<file path="src/rtl/burst_seq_finder.sv">
module burst_seq_finder #(
  parameter int W = 16
) (
  input  logic         clk,
  input  logic         rst_n,
  input  logic         start,
  input  logic [2:0]   mask,
  input  logic [W-1:0] skip,
  input  logic         bit_valid,
  input  logic         bit_in,
  input  logic         bit_last,
  output logic         det_valid,
  output logic [2:0]   det_type,
  output logic [W-1:0] det_offset
);
  localparam int YL   = 38;
  localparam int NL   = 22;
  localparam int PL   = 12;
  localparam int TAIL = YL - NL;
  localparam int PW   = $clog2(TAIL + 1);
  localparam logic [YL-1:0] SYNC_SEQ = 38'b11000001100111001110100111000001100111;
  localparam logic [NL-1:0] NRM1_SEQ = 22'b1101000011101001110100;
  localparam logic [NL-1:0] NRM2_SEQ = 22'b0111101001000011011110;
  localparam logic [PL-1:0] PRE_N1   = 12'b001100100011;
  localparam logic [PL-1:0] PRE_N2   = 12'b100110101001;
  localparam logic [PL-1:0] PRE_SY   = 12'b000101000111;

  typedef enum logic [1:0] {IDLE, SCAN, FLUSH} phase_t;

  phase_t        ph;
  logic [YL-1:0] hist;
  logic [W-1:0]  cnt;
  logic [PW-1:0] pads;
  logic [PL-1:0] pre;
  logic [2:0]    msk;
  logic [W-1:0]  skp;

  logic [W-1:0] pos;
  logic in_rng, hit_y, hit_n1, hit_n2, any, give_up, take, shift_en, dmo;
  logic [2:0] ftype;

  assign pos    = cnt - W'(YL);
  assign in_rng = (cnt >= W'(YL)) && (pos >= skp) && (ph != IDLE);
  assign hit_y  = msk[0] && (pads == '0) && in_rng && (hist == SYNC_SEQ);
  assign hit_n1 = msk[1] && (pads <= PW'(TAIL)) && in_rng && (hist[YL-1 -: NL] == NRM1_SEQ);
  assign hit_n2 = msk[2] && (pads <= PW'(TAIL)) && in_rng && (hist[YL-1 -: NL] == NRM2_SEQ);
  assign any    = hit_y | hit_n1 | hit_n2;

  assign dmo   = hit_y ? (pre == PRE_SY) : hit_n1 ? (pre == PRE_N1) : (pre == PRE_N2);
  assign ftype = {dmo, hit_y ? 2'd1 : hit_n1 ? 2'd2 : 2'd3};

  assign give_up  = (ph == FLUSH) && (pads == PW'(TAIL)) && !any;
  assign take     = (ph == SCAN) && bit_valid && !any;
  assign shift_en = take || ((ph == FLUSH) && !any && !give_up);

  always_ff @(posedge clk or negedge rst_n) begin
    if (!rst_n) begin
      ph         <= IDLE;
      hist       <= '0;
      cnt        <= '0;
      pads       <= '0;
      pre        <= '0;
      msk        <= '0;
      skp        <= '0;
      det_valid  <= 1'b0;
      det_type   <= '0;
      det_offset <= '0;
    end else begin
      det_valid <= 1'b0;
      if (start) begin
        ph   <= SCAN;
        hist <= '0;
        cnt  <= '0;
        pads <= '0;
        pre  <= '0;
        msk  <= mask;
        skp  <= skip;
      end else begin
        if (any || give_up) begin
          ph         <= IDLE;
          det_valid  <= 1'b1;
          det_type   <= any ? ftype : 3'd0;
          det_offset <= any ? pos : '0;
        end else if (take && bit_last) begin
          ph <= FLUSH;
        end
        if (shift_en) begin
          hist <= {hist[YL-2:0], (ph == SCAN) ? bit_in : 1'b0};
          cnt  <= cnt + 1'b1;
          if (ph == FLUSH) pads <= pads + 1'b1;
          if (ph == SCAN && cnt < W'(PL)) pre <= {pre[PL-2:0], bit_in};
        end
      end
    end
  end

  a_r10_single_strobe: assert property (@(posedge clk) disable iff (!rst_n)
    det_valid |=> !det_valid);
  a_r10_legal_type: assert property (@(posedge clk) disable iff (!rst_n)
    det_valid |-> det_type != 3'd4);
  a_r1_quiet_when_idle: assert property (@(posedge clk) disable iff (!rst_n)
    (ph == IDLE) |=> !det_valid);
  a_r8_none_zero_offset: assert property (@(posedge clk) disable iff (!rst_n)
    (det_valid && det_type == 3'd0) |-> det_offset == '0);
  a_r6_offset_after_skip: assert property (@(posedge clk) disable iff (!rst_n)
    (det_valid && det_type != 3'd0) |-> det_offset >= skp);
  a_r9_sync_dmo_preamble: assert property (@(posedge clk) disable iff (!rst_n)
    (det_valid && det_type == 3'd5) |-> pre == PRE_SY);
endmodule

</file>
<file path="config.mk">
export PLATFORM = sky130hd
export DESIGN_NAME = burst_seq_finder
export DESIGN_NICKNAME = d
export VERILOG_FILES = /design/src/rtl/burst_seq_finder.sv
export SDC_FILE = /design/constraint.sdc
export NUM_CORES = 1
export LEC_CHECK = 0
export BUFFER_PORTS_ARGS = -buffer_cell sky130_fd_sc_hd__buf_2
export CAP_MARGIN = 20
export CORE_ASPECT_RATIO = 1.4
export CORE_MARGIN = 2
export CORE_UTILIZATION = 40
export CTS_CLUSTER_SIZE = 14
export DETAILED_ROUTE_END_ITERATION = 12
export PLACE_DENSITY = 0.62
export SLEW_MARGIN = 20
export SYNTH_ARGS = -nofsm -noshare
export SYNTH_HDL_FRONTEND = slang
export SYNTH_SLANG_ARGS = --single-unit
</file>
<file path="constraint.sdc">
create_clock -name clk -period 11.4 [get_ports clk]
set_input_delay 2.28 -clock clk [delete_from_list [all_inputs] [get_ports clk]]
set_output_delay 2.28 -clock clk [all_outputs]
set_load 0.02 [all_outputs]
</file>
### Yosys cells after proc, flatten, opt, wreduce, memory -nomap -nowiden

Cells that the tools add are included.

* logic and storage cells: 83
* bits in registers: 112
* output and inout bits: 20
* input bits: 25

* eq/ne operators: 9
* bitwise logic cells: 3
* reduce and logical (&&, ||, !) cells: 32
* order comparisons: 4
* add/subtract/negate cells: 3
* muxes and demuxes: 22

Operators by type and width (count)
* $mux 38: 2
* $mux 16: 3
* $eq 38x38->1 const B: 1
* $mux 12: 3
* $eq 22x21->1 const B: 1
* $eq 22x22->1 const B: 1
* $logic_and 1x1->1: 19
* $add 16x1->16 const B: 1
* $ge 16x16->1: 1
* $ge 16x6->1 const B: 1
* $lt 16x4->1 const B: 1
* $sub 16x6->16 const B: 1
* $mux 5: 3
* $eq 12x10->1 const B: 1
* $eq 12x12->1 const B: 1
* $eq 12x9->1 const B: 1
* $mux 2: 4
* $reduce_bool 2->1: 4
* $mux 1: 6
* $reduce_and 2->1: 3
* $add 5x1->5 const B: 1
* $eq 5x5->1 const B: 1
* $le 5x5->1 const B: 1
* $logic_not 5->1: 1
* 8 further kinds: 11

### Logic depth before layout (Yosys ltp)

Gate-level depths: netlist of the first run.

* word-level depth: 15
* gate-level depth with buffers: 15
* depth with buffers taken out: 13

### Worst setup path before layout of the first run

No wires, ideal clock.

* path kind: register to register
* from: register cnt[1]
* to: register cnt[12]
* library setup time: 0.127 ns
* arrival: 3.776 ns
* period minus slack after synthesis: 3.904 ns
* required time: 11.273 ns
* path slack: 7.496 ns
* cell stages (with the launch flop): 16
* path buffers: 2
* cell sequence: dfrtp_1 ha_1 clkbuf_1 o31a_1 nor2b_1 nand3_1 xnor2_1 ha_1 nand4_1 or4_1 a221o_1 a31oi_4 a21oi_2 buf_4 nand3_1 mux2_1

* cells in the longest elaborated chain, start to end: 14
* elaborated cells between the ends (all ways): 24
* those cells by class: add/sub (2); order compare (2); mux (2); bitwise (2); reduce/logical (16)

RTL lines
* from (decl): RTL line 32 `logic [W-1:0] cnt;`
* from (signal assigned): RTL line 89 `cnt <= cnt + 1'b1;`
* $sub 16x6->16: RTL line 42 `assign pos = cnt - W'(YL);`
* $ge 16x16->1: RTL line 43 `assign in_rng = (cnt >= W'(YL)) && (pos >= skp) && (ph != IDLE);`
* $logic_and 1x1->1 (2 in series): RTL line 43
* $logic_and 1x1->1, on equally long branches (2 in series): RTL line 44, 45
* $or 1x1->1 (2 in series): RTL line 47 `assign any = hit_y | hit_n1 | hit_n2;`
* $logic_not 1->1: RTL line 52, 53, 54
* $logic_and 1x1->1: RTL line 52 `assign give_up = (ph == FLUSH) && (pads == PW'(TAIL)) && !any;`
* $logic_not 1->1: RTL line 54 `assign shift_en = take || ((ph == FLUSH) && !any && !give_up);`
* $logic_and 1x1->1: RTL line 54
* $logic_or 1x1->1: RTL line 54
* $reduce_bool 2->1 (no source line)

Several ways; a longest one is shown, not always the timed one. The select of a mux whose other input is x is not followed.
A chain may end at the register's enable or synchronous reset.

### Worst setup path after layout of the first run

* from: register cnt[1]
* to: register cnt[11]

The elaborated chain is that of the path after synthesis.

==> flow_summary_export.csv, run 1 <==
group,metric,value,unit
status,outcome,"complete, no violations",
final_layout,fill_cells,1370,
floorplan,die_x,105,um
sta,fmax,224,MHz
floorplan,io_pins,45,
final_layout,drive_gt1_share,13.9,%
critical_path,startpoint,"cnt[1]",
drt,post_drt_wl_per_cell,15.7,um
yosys,syn_area,5700,um^2
yosys,synth_area_per_cell,10.3,um^2
clocking,postCtsSetupBuffers,0,
drt,drtIter0Drc,249,
critical_path,required,11.64,ns
yosys,synth_edf_count,0,
pwr,ir_worst_vdd,0.0000655,V
global_routing,grt_max_degree,90,
clocking,cts_made_buffers,9,
critical_path,reg2reg_depth,14,
sta,rsz0062_at_grt,"false",
global_routing,grt_pass1_vias,4309,
critical_path,slowest_stage,"or4_1",
clocking,clock_latency,0.35,ns
drt,wirelength,12100,um
global_routing,grtUsageTotal,16.8,%
yosys,synth_seq_area_share,49.2,%
global_routing,antenna_found_initial,0,
run,maxCapViolations,0,
drt,ant_nets,0,
worst_hold_path,hold_class,"reg2reg",
worst_hold_path,min_from,"det_type[2]",
yosys,synthArstFlopShare,100,%
yosys,ys.flop_type,"dfrtp_1",
drt,drt-pass1-iter-count,4,
floorplan,die_h,145,um
clocking,ctsHoldBuffers,0,
clocking,clk_pin_slew_worst_paths,0.07,ns
drt,viasPerCell,5.29,
final_layout,fin_util,45.5,%
pwr,power.density,125,nW/um^2
critical_path,end_kind,"flop",
clocking,cts.sinks,112,
clocking,cts_buffer_depth,2,
sta,min_period,4.46,ns
yosys,syn_inst,555,
critical_path,cp_slowest_stage_delay,0.55,ns
worst_hold_path,holdPathStages,1,
placement,numPortBuffers,44,
clocking,htree_levels,3,
clocking,root_buffer,"clkbuf_16",
critical_path,worstReg2RegStart,"cnt[1]",
global_routing,grt_overflow,0,
critical_path,arrival,4.70,ns
sta,finalMaxSlewViolations,0,
clocking,cts_tree,"done",
yosys,ys_types,55,
sta,tns,0,ns
critical_path,start_kind,"flop",
yosys,yosysWarnings,0,
critical_path,cp_cell_sequence,"ha_1 -> o31a_1 -> nor2b_1 -> nand3_1 -> xnor2_1 -> ha_1 -> nand4_1 -> or4_1 -> a221o_1 -> a31oi_4 -> a21oi_4 -> buf_4 -> nand4_1 -> mux2_2",
yosys,synth_seq_cells,112,
final_layout,finalNetCount,628,
pwr,leakage,0.00301,uW
critical_path,path_max_fanout,44,
drt,dr_total_vias,4092,
drt,drc,0,
sta,finClkSkew,0.00653,ns
placement,finalWeightedCongestion,0.802,
floorplan,core_area,13900,um^2
sta,hold_viol,0,
sta,min_period_over_period,39.1,%
yosys,synth_fp_nets,600,
sta,finalSetupViolCount,0,
critical_path,r2r-end,"cnt[11]",
floorplan,start_util,41.0,%
final_layout,diodes,0,
floorplan,rows,51,
final_layout,area_growth,11.1,%
floorplan,die_area,15200,um^2
critical_path,r2r_slack,6.94,ns
critical_path,path_class,"reg2reg",
clocking,cts_resized,0,
global_routing,grt_first_pass_wirelength,21000,um
placement,hpwlAfterDp,8660,um
worst_hold_path,min_to,"det_type[2]",
sta,maxSlewHeadroom,44.0,%
sta,worst_pin_slew,0.840,ns
==> per-stage QoR <==
| stage | cells | area, um^2 | hold slack (ns) | total power [uW] | setup WS (ns) |
|---|---|---|---|---|---|
| final | 773 | 6330 | 0.489 | 792 | 6.94 |
| after global routing | 773 | 6330 | 0.515 | 830 | 6.60 |
| after CTS | 773 | 6330 | 0.503 | 803 | 6.89 |
| after global placement | 757 | 6040 | 0.481 | 487 | 7.05 |
| after floorplan | 555 | 5700 | 0.472 | 463 | 7.50 |
| after detailed placement | 757 | 6040 | 0.487 | 489 | 6.93 |
==> how the worst max path moves through the flow <==
stage                     endpoint  slack, ns
after global placement      cnt[9]       7.05
final                      cnt[11]       6.94
after detailed placement   cnt[14]       6.93
after floorplan            cnt[12]       7.50
after global routing       cnt[14]       6.60
after CTS                  cnt[14]       6.89
==> routing by layer <==
metal | share of wire (%) | up-vias | track usage [%]
li1 | - | 1996 | -
met1 | 43 | 2010 | 20.4
met2 | 52 | 69 | 30.1
met3 | 3.2 | 17 | 3.50
met4 | 1.3 | 0 | 4.40
met5 | 0 | - | 0
==> cell families (layout without fill, tap and decap cells) <==
kind of cell / Yosys count / in the layout / share of synthesized area, %
compound gates: 77 / 77 / 9.29
xor+xnor: 17 / 17 / 2.61
fa+ha+maj: 20 / 20 / 4.39
buf+inv: 58 / 91 / 4.52
flops: 112 / 112 / 49.2
mux: 65 / 65 / 11.7
simple gates: 206 / 206 / 18.3
==> cell type report <==
type | count | area (um^2) | area share, %
Tap cell | 185 | 231 | 3.66
Sequential cell | 112 | 2800 | 44.3
Multi-Input combinational cell | 385 | 2650 | 41.9
Inverter | 27 | 101 | 1.60
Clock buffer | 11 | 233 | 3.68
Timing Repair Buffer | 48 | 255 | 4.03
Clock inverter | 5 | 57.6 | 0.909
==> cell usage in the layout (no fill, tap or decap), drive strengths merged, types with 4 or more instances in the layout <==
cell type / instances
dfrtp: 112
nor2: 80
mux2i: 52
buf: 48
nand2: 37
inv: 27
o21ai: 23
ha: 20
a22o: 17
a21oi: 17
nand3: 13
mux2: 13
nor2b: 12
xnor2: 11
nand4: 11
clkbuf: 11
nor3: 9
nor4: 9
xor2: 6
nand4b: 5
nand2b: 4
nor4b: 4
==> registers in the layout (all words and copies together) (netlist names) <==
register,cells
det_valid,1
cnt,16
msk,3
pads,5
det_type,3
ph,2
pre,12
skp,16
hist,38
det_offset,16
==> Yosys cell counts (2+ instances only) <==
cell type	number	share of area (%)
a22o_1	17	2.6
dfrtp_1	112	49
nand3_1	12	1.1
a21o_1	3	0.40
nor4b_1	4	0.61
nand2_1	36	2.4
a31o_2	3	0.46
ha_1	20	4.4
buf_6	3	0.59
nor3_1	9	0.79
a21oi_1	16	1.4
mux2i_1	52	9.1
clkbuf_1	17	1.1
o21a_1	2	0.26
nor3b_1	2	0.26
nor2b_1	12	1.3
inv_1	27	1.8
mux2_1	3	0.59
or3_1	3	0.33
nand3b_1	3	0.40
xor2_1	6	0.92
buf_4	2	0.26
nor4_1	9	0.99
o21ai_0	23	2.0
nand4b_1	5	0.77
a211oi_1	2	0.26
a211o_1	2	0.31
xnor2_1	11	1.7
nand4_1	11	1.2
nor2_1	79	5.2
and3_1	2	0.22
buf_2	8	0.70
nand2b_1	4	0.44
nor4bb_1	3	0.53
mux2_2	10	2.0
or4_1	3	0.40
==> power breakdown <==
part / total [uW] / switching (uW) / leakage [uW] / internal (uW)
clock network: 312 / 142 / 0.000132 / 170
registers: 411 / 5.80 / 0.00152 / 405
logic: 68.5 / 42.6 / 0.00135 / 25.9
==> critical path: cells and delay by family, from the launching register on <==
kind            cells  cell delay, ns
compound gates      4            1.08
flops               1            0.44
buf+inv             1            0.34
xor+xnor            1            0.18
simple gates        5            1.29
fa+ha+maj           2            0.64
mux                 1            0.34
(Power assumes the default switching activity.)
==> run 2: changes to the inputs <==
--- a/config.mk
+++ b/config.mk
@@ -5,6 +5,7 @@
 export SDC_FILE = /design/constraint.sdc
 export NUM_CORES = 1
 export LEC_CHECK = 0
+export ABC_AREA = 1
 export BUFFER_PORTS_ARGS = -buffer_cell sky130_fd_sc_hd__buf_2
 export CAP_MARGIN = 20
 export CORE_ASPECT_RATIO = 1.4
@@ -12,7 +13,7 @@
 export CORE_UTILIZATION = 40
 export CTS_CLUSTER_SIZE = 14
 export DETAILED_ROUTE_END_ITERATION = 12
-export PLACE_DENSITY = 0.62
+export PLACE_DENSITY = 0.64
 export SLEW_MARGIN = 20
 export SYNTH_ARGS = -nofsm -noshare
 export SYNTH_HDL_FRONTEND = slang
==> constraint.sdc (replaced) <==
create_clock -name clk -period 3.7 [get_ports clk]
set_input_delay 0.74 -clock clk [delete_from_list [all_inputs] [get_ports clk]]
set_output_delay 0.74 -clock clk [all_outputs]
set_load 0.02 [all_outputs]
==> run 2 against run 1 <==
  * Design area grew 15%
  * First-iteration DRC count grew 94%
  * Clock power grew to 3.3 times the previous value
  * Non-clock buffer count grew 13
  * Die area grew 13%
  * Clock skew grew 0.0012 ns
  * Sequential share of layout area shrank 5.7 points
  * Fmax grew 31%
  * Hold slack lost 0.0098 ns
  * Count of clock-buffer cells in the layout shrank 2
  * Critical endpoint is now cnt[9]
  * Largest cell class is now multi-input gates
  * Highest routed layer unchanged
==> flow_summary_export.csv, run 2 <==
group,metric,value,unit
status,outcome,"complete, no violations",
worst_hold_path,holdPathStages,2,
floorplan,die_h,155,um
drt,met2WireLength,7790,um
drt,viasPerCell,4.98,
critical_path,reg2reg_depth,19,
final_layout,final_common_cell,"nand2_1",
final_layout,drive_gt1_share,10.9,%
yosys,synth_edf_count,0,
yosys,ys_types,33,
critical_path,slowest_stage,"dfrtp_1",
final_layout,multiInputGateArea,3070,um^2
critical_path,cp_cell_sequence,"ha_2 -> nand2_1 -> nand2_1 -> inv_1 -> nor2_1 -> inv_1 -> nand2_1 -> nor3_1 -> xor2_1 -> ha_1 -> nand4_1 -> a21oi_1 -> nor2_2 -> a21oi_2 -> o21ai_2 -> nand2_4 -> buf_4 -> nand4_1 -> nand2_1",
global_routing,grtUsageTotal,18.0,%
yosys,syn_inst,885,
sta,rsz0062_at_grt,"false",
drt,wl_met1,6830,um
run,maxCapViolations,0,
critical_path,cp_slowest_stage_delay,0.46,ns
sta,finalMaxSlewViolations,0,
global_routing,antenna_found_initial,0,
critical_path,end_kind,"flop",
final_layout,finalNetCount,955,
sta,min_period_over_period,92.2,%
drt,drc,0,
sta,tns,0,ns
critical_path,arrival,3.71,ns
clocking,cts_made_buffers,9,
critical_path,r2r_slack,0.29,ns
sta,finalSetupViolCount,0,
sta,maxSlewHeadroom,38.4,%
critical_path,r2r-end,"cnt[9]",
critical_path,path_class,"reg2reg",
final_layout,diodes,0,
yosys,ys.flop_type,"dfrtp_1",
sta,hold_viol,0,
floorplan,die_area,17300,um^2
yosys,netlist.area_leader.share,43.2,%
floorplan,start_util,40.5,%
placement,placedInstanceArea,6880,um^2
floorplan,core_area,16000,um^2
yosys,synth.area.top_cells,"dfrtp_1 (43%), nand2_1 (16%), nand3_1 (6.6%), inv_1 (6.0%), nor2_1 (5.4%)",
drt,drtIter0Drc,484,
worst_hold_path,min_to,"det_offset[10]",
clocking,clock_latency,0.36,ns
placement,finalWeightedCongestion,0.830,
drt,drt-pass1-iter-count,5,
final_layout,fin_area,7260,um^2
placement,hpwlAfterDp,10300,um
worst_hold_path,min_from,"det_offset[10]",
global_routing,grt_first_pass_wirelength,25800,um
yosys,yosysMostFrequentCell,"nand2_1",
clocking,ctsHoldBuffers,0,
worst_hold_path,hold_class,"reg2reg",
drt,post_drt_wl_per_cell,13.8,um
sta,min_period,3.41,ns
placement,numPortBuffers,44,
critical_path,worstReg2RegStart,"cnt[1]",
yosys,synth_fp_nets,930,
pwr,ir_worst_vdd,0.000212,V
yosys,netlist_top_cells_count,"nand2_1 (274), dfrtp_1 (112), inv_1 (104), nor2_1 (93), nand3_1 (86)",
sta,finClkSkew,0.00773,ns
global_routing,grt_overflow,0,
yosys,synth_area_leader_cell,"dfrtp_1",
floorplan,die_x,112,um
critical_path,path_max_fanout,27,
final_layout,area_growth,11.8,%
drt,dr_total_vias,5551,
yosys,synth_area_per_cell,7.33,um^2
final_layout,max_flop_register,"hist",
final_layout,fill_cells,1623,
clocking,cts_tree,"done",
floorplan,io_pins,45,
clocking,htree_levels,3,
yosys,synth_seq_cells,112,
global_routing,grt_max_degree,83,
critical_path,cpMostUsedCell,"nand2_1",
drt,wirelength,15300,um
drt,top_layer_used,"met4",
drt,met3_length,419,um
final_layout,seq_area,2800,um^2
pwr,leakage,0.00382,uW
drt,ant_nets,0,
final_layout,largest_reg_flops,38,
clocking,cts.sinks,112,
yosys,yosysWarnings,0,
pwr,fin_total_pwr,2600,uW
global_routing,grt_pass1_vias,5481,
yosys,synthArstFlopShare,100,%
critical_path,required,4.00,ns
clocking,cts_buffer_depth,2,
final_layout,final_cell_mix,"nand2_1 (271), dfrtp_1 (112), inv_1 (103), nor2_1 (92), nand3_1 (86)",
critical_path,start_kind,"flop",
sta,worst_pin_slew,0.924,ns
yosys,synth_seq_area_share,43.2,%
floorplan,rows,55,
yosys,syn_area,6490,um^2
clocking,clk_pin_slew_worst_paths,0.08,ns
sta,fmax,293,MHz
pwr,power.density,358,nW/um^2
clocking,root_buffer,"clkbuf_16",
run 2: final cells by class:
class | instances | area share, %
Sequential cell | 112 | 38.6
Timing Repair Buffer | 61 | 5.96
Clock buffer | 9 | 3.10
Inverter | 107 | 5.53
Tap cell | 199 | 3.43
Multi-Input combinational cell | 619 | 42.3
Clock inverter | 7 | 1.09
run 2: worst max-delay path by stage:
stage | startpoint | slack, ns | to | cells past startpoint
6_report | cnt[1] | 0.29 | cnt[9] | 19
5_1_grt | cnt[3] | 0.01 | cnt[9] | 18
4_1_cts | cnt[3] | 0.14 | pre[11] | 19
3_5_place_dp | cnt[3] | 0.16 | pre[11] | 19
3_3_place_gp | cnt[1] | 0.20 | pre[0] | 20
2_1_floorplan | cnt[4] | 0.60 | pre[8] | 20
run 2: timing repair:
item | 4_1_cts | 5_1_grt
gates resized for setup | 0 | 12
setup endpoints to repair | 0 | 91
buffers inserted | 0 | 1
run 2: worst max-delay path: cells and delay by family, from the launching register on:
family / cells / cell delay (ns)
AO/OA/AOI/OAI: 3 / 0.44
XOR/XNOR: 1 / 0.19
adder cells (fa/ha/maj): 2 / 0.60
buffers and inverters: 3 / 0.50
flip-flops: 1 / 0.46
AND/OR/NAND/NOR: 10 / 1.15
run 2: routing by layer:
metal	track usage (%)	vias up
li1	-	2825
met1	22.9	2609
met2	32.0	98
met3	2.12	19
met4	5.76	0
met5	0	-
run 2: where the power goes:
part | switching (uW) | internal [uW] | total (uW) | leakage (uW)
Combinational | 209 | 95.4 | 304 | 0.00216
Clock | 484 | 534 | 1020 | 0.000150
Sequential | 20.9 | 1250 | 1280 | 0.00151
Total | 713 | 1880 | 2600 | 0.00382
run 2: kinds of logic after synthesis:
kind of cell    after synthesis  share of synthesized area [%]
simple gates                514                           34.3
buf+inv                     154                           10.1
flops                       112                           43.2
fa+ha+maj                    20                           3.86
xor+xnor                     28                           3.78
compound gates               57                           4.84
run 2: metrics by stage:
step	setup WS [ns]	cells	hold WS (ns)	utilization (%)
final	0.288	1114	0.479	45.3
after global routing	0.0101	1114	0.500	45.3
after CTS	0.145	1112	0.487	44.8
after detailed placement	0.163	1096	0.468	42.9
after global placement	0.199	1096	0.461	42.9
after floorplan	0.605	885	0.443	-
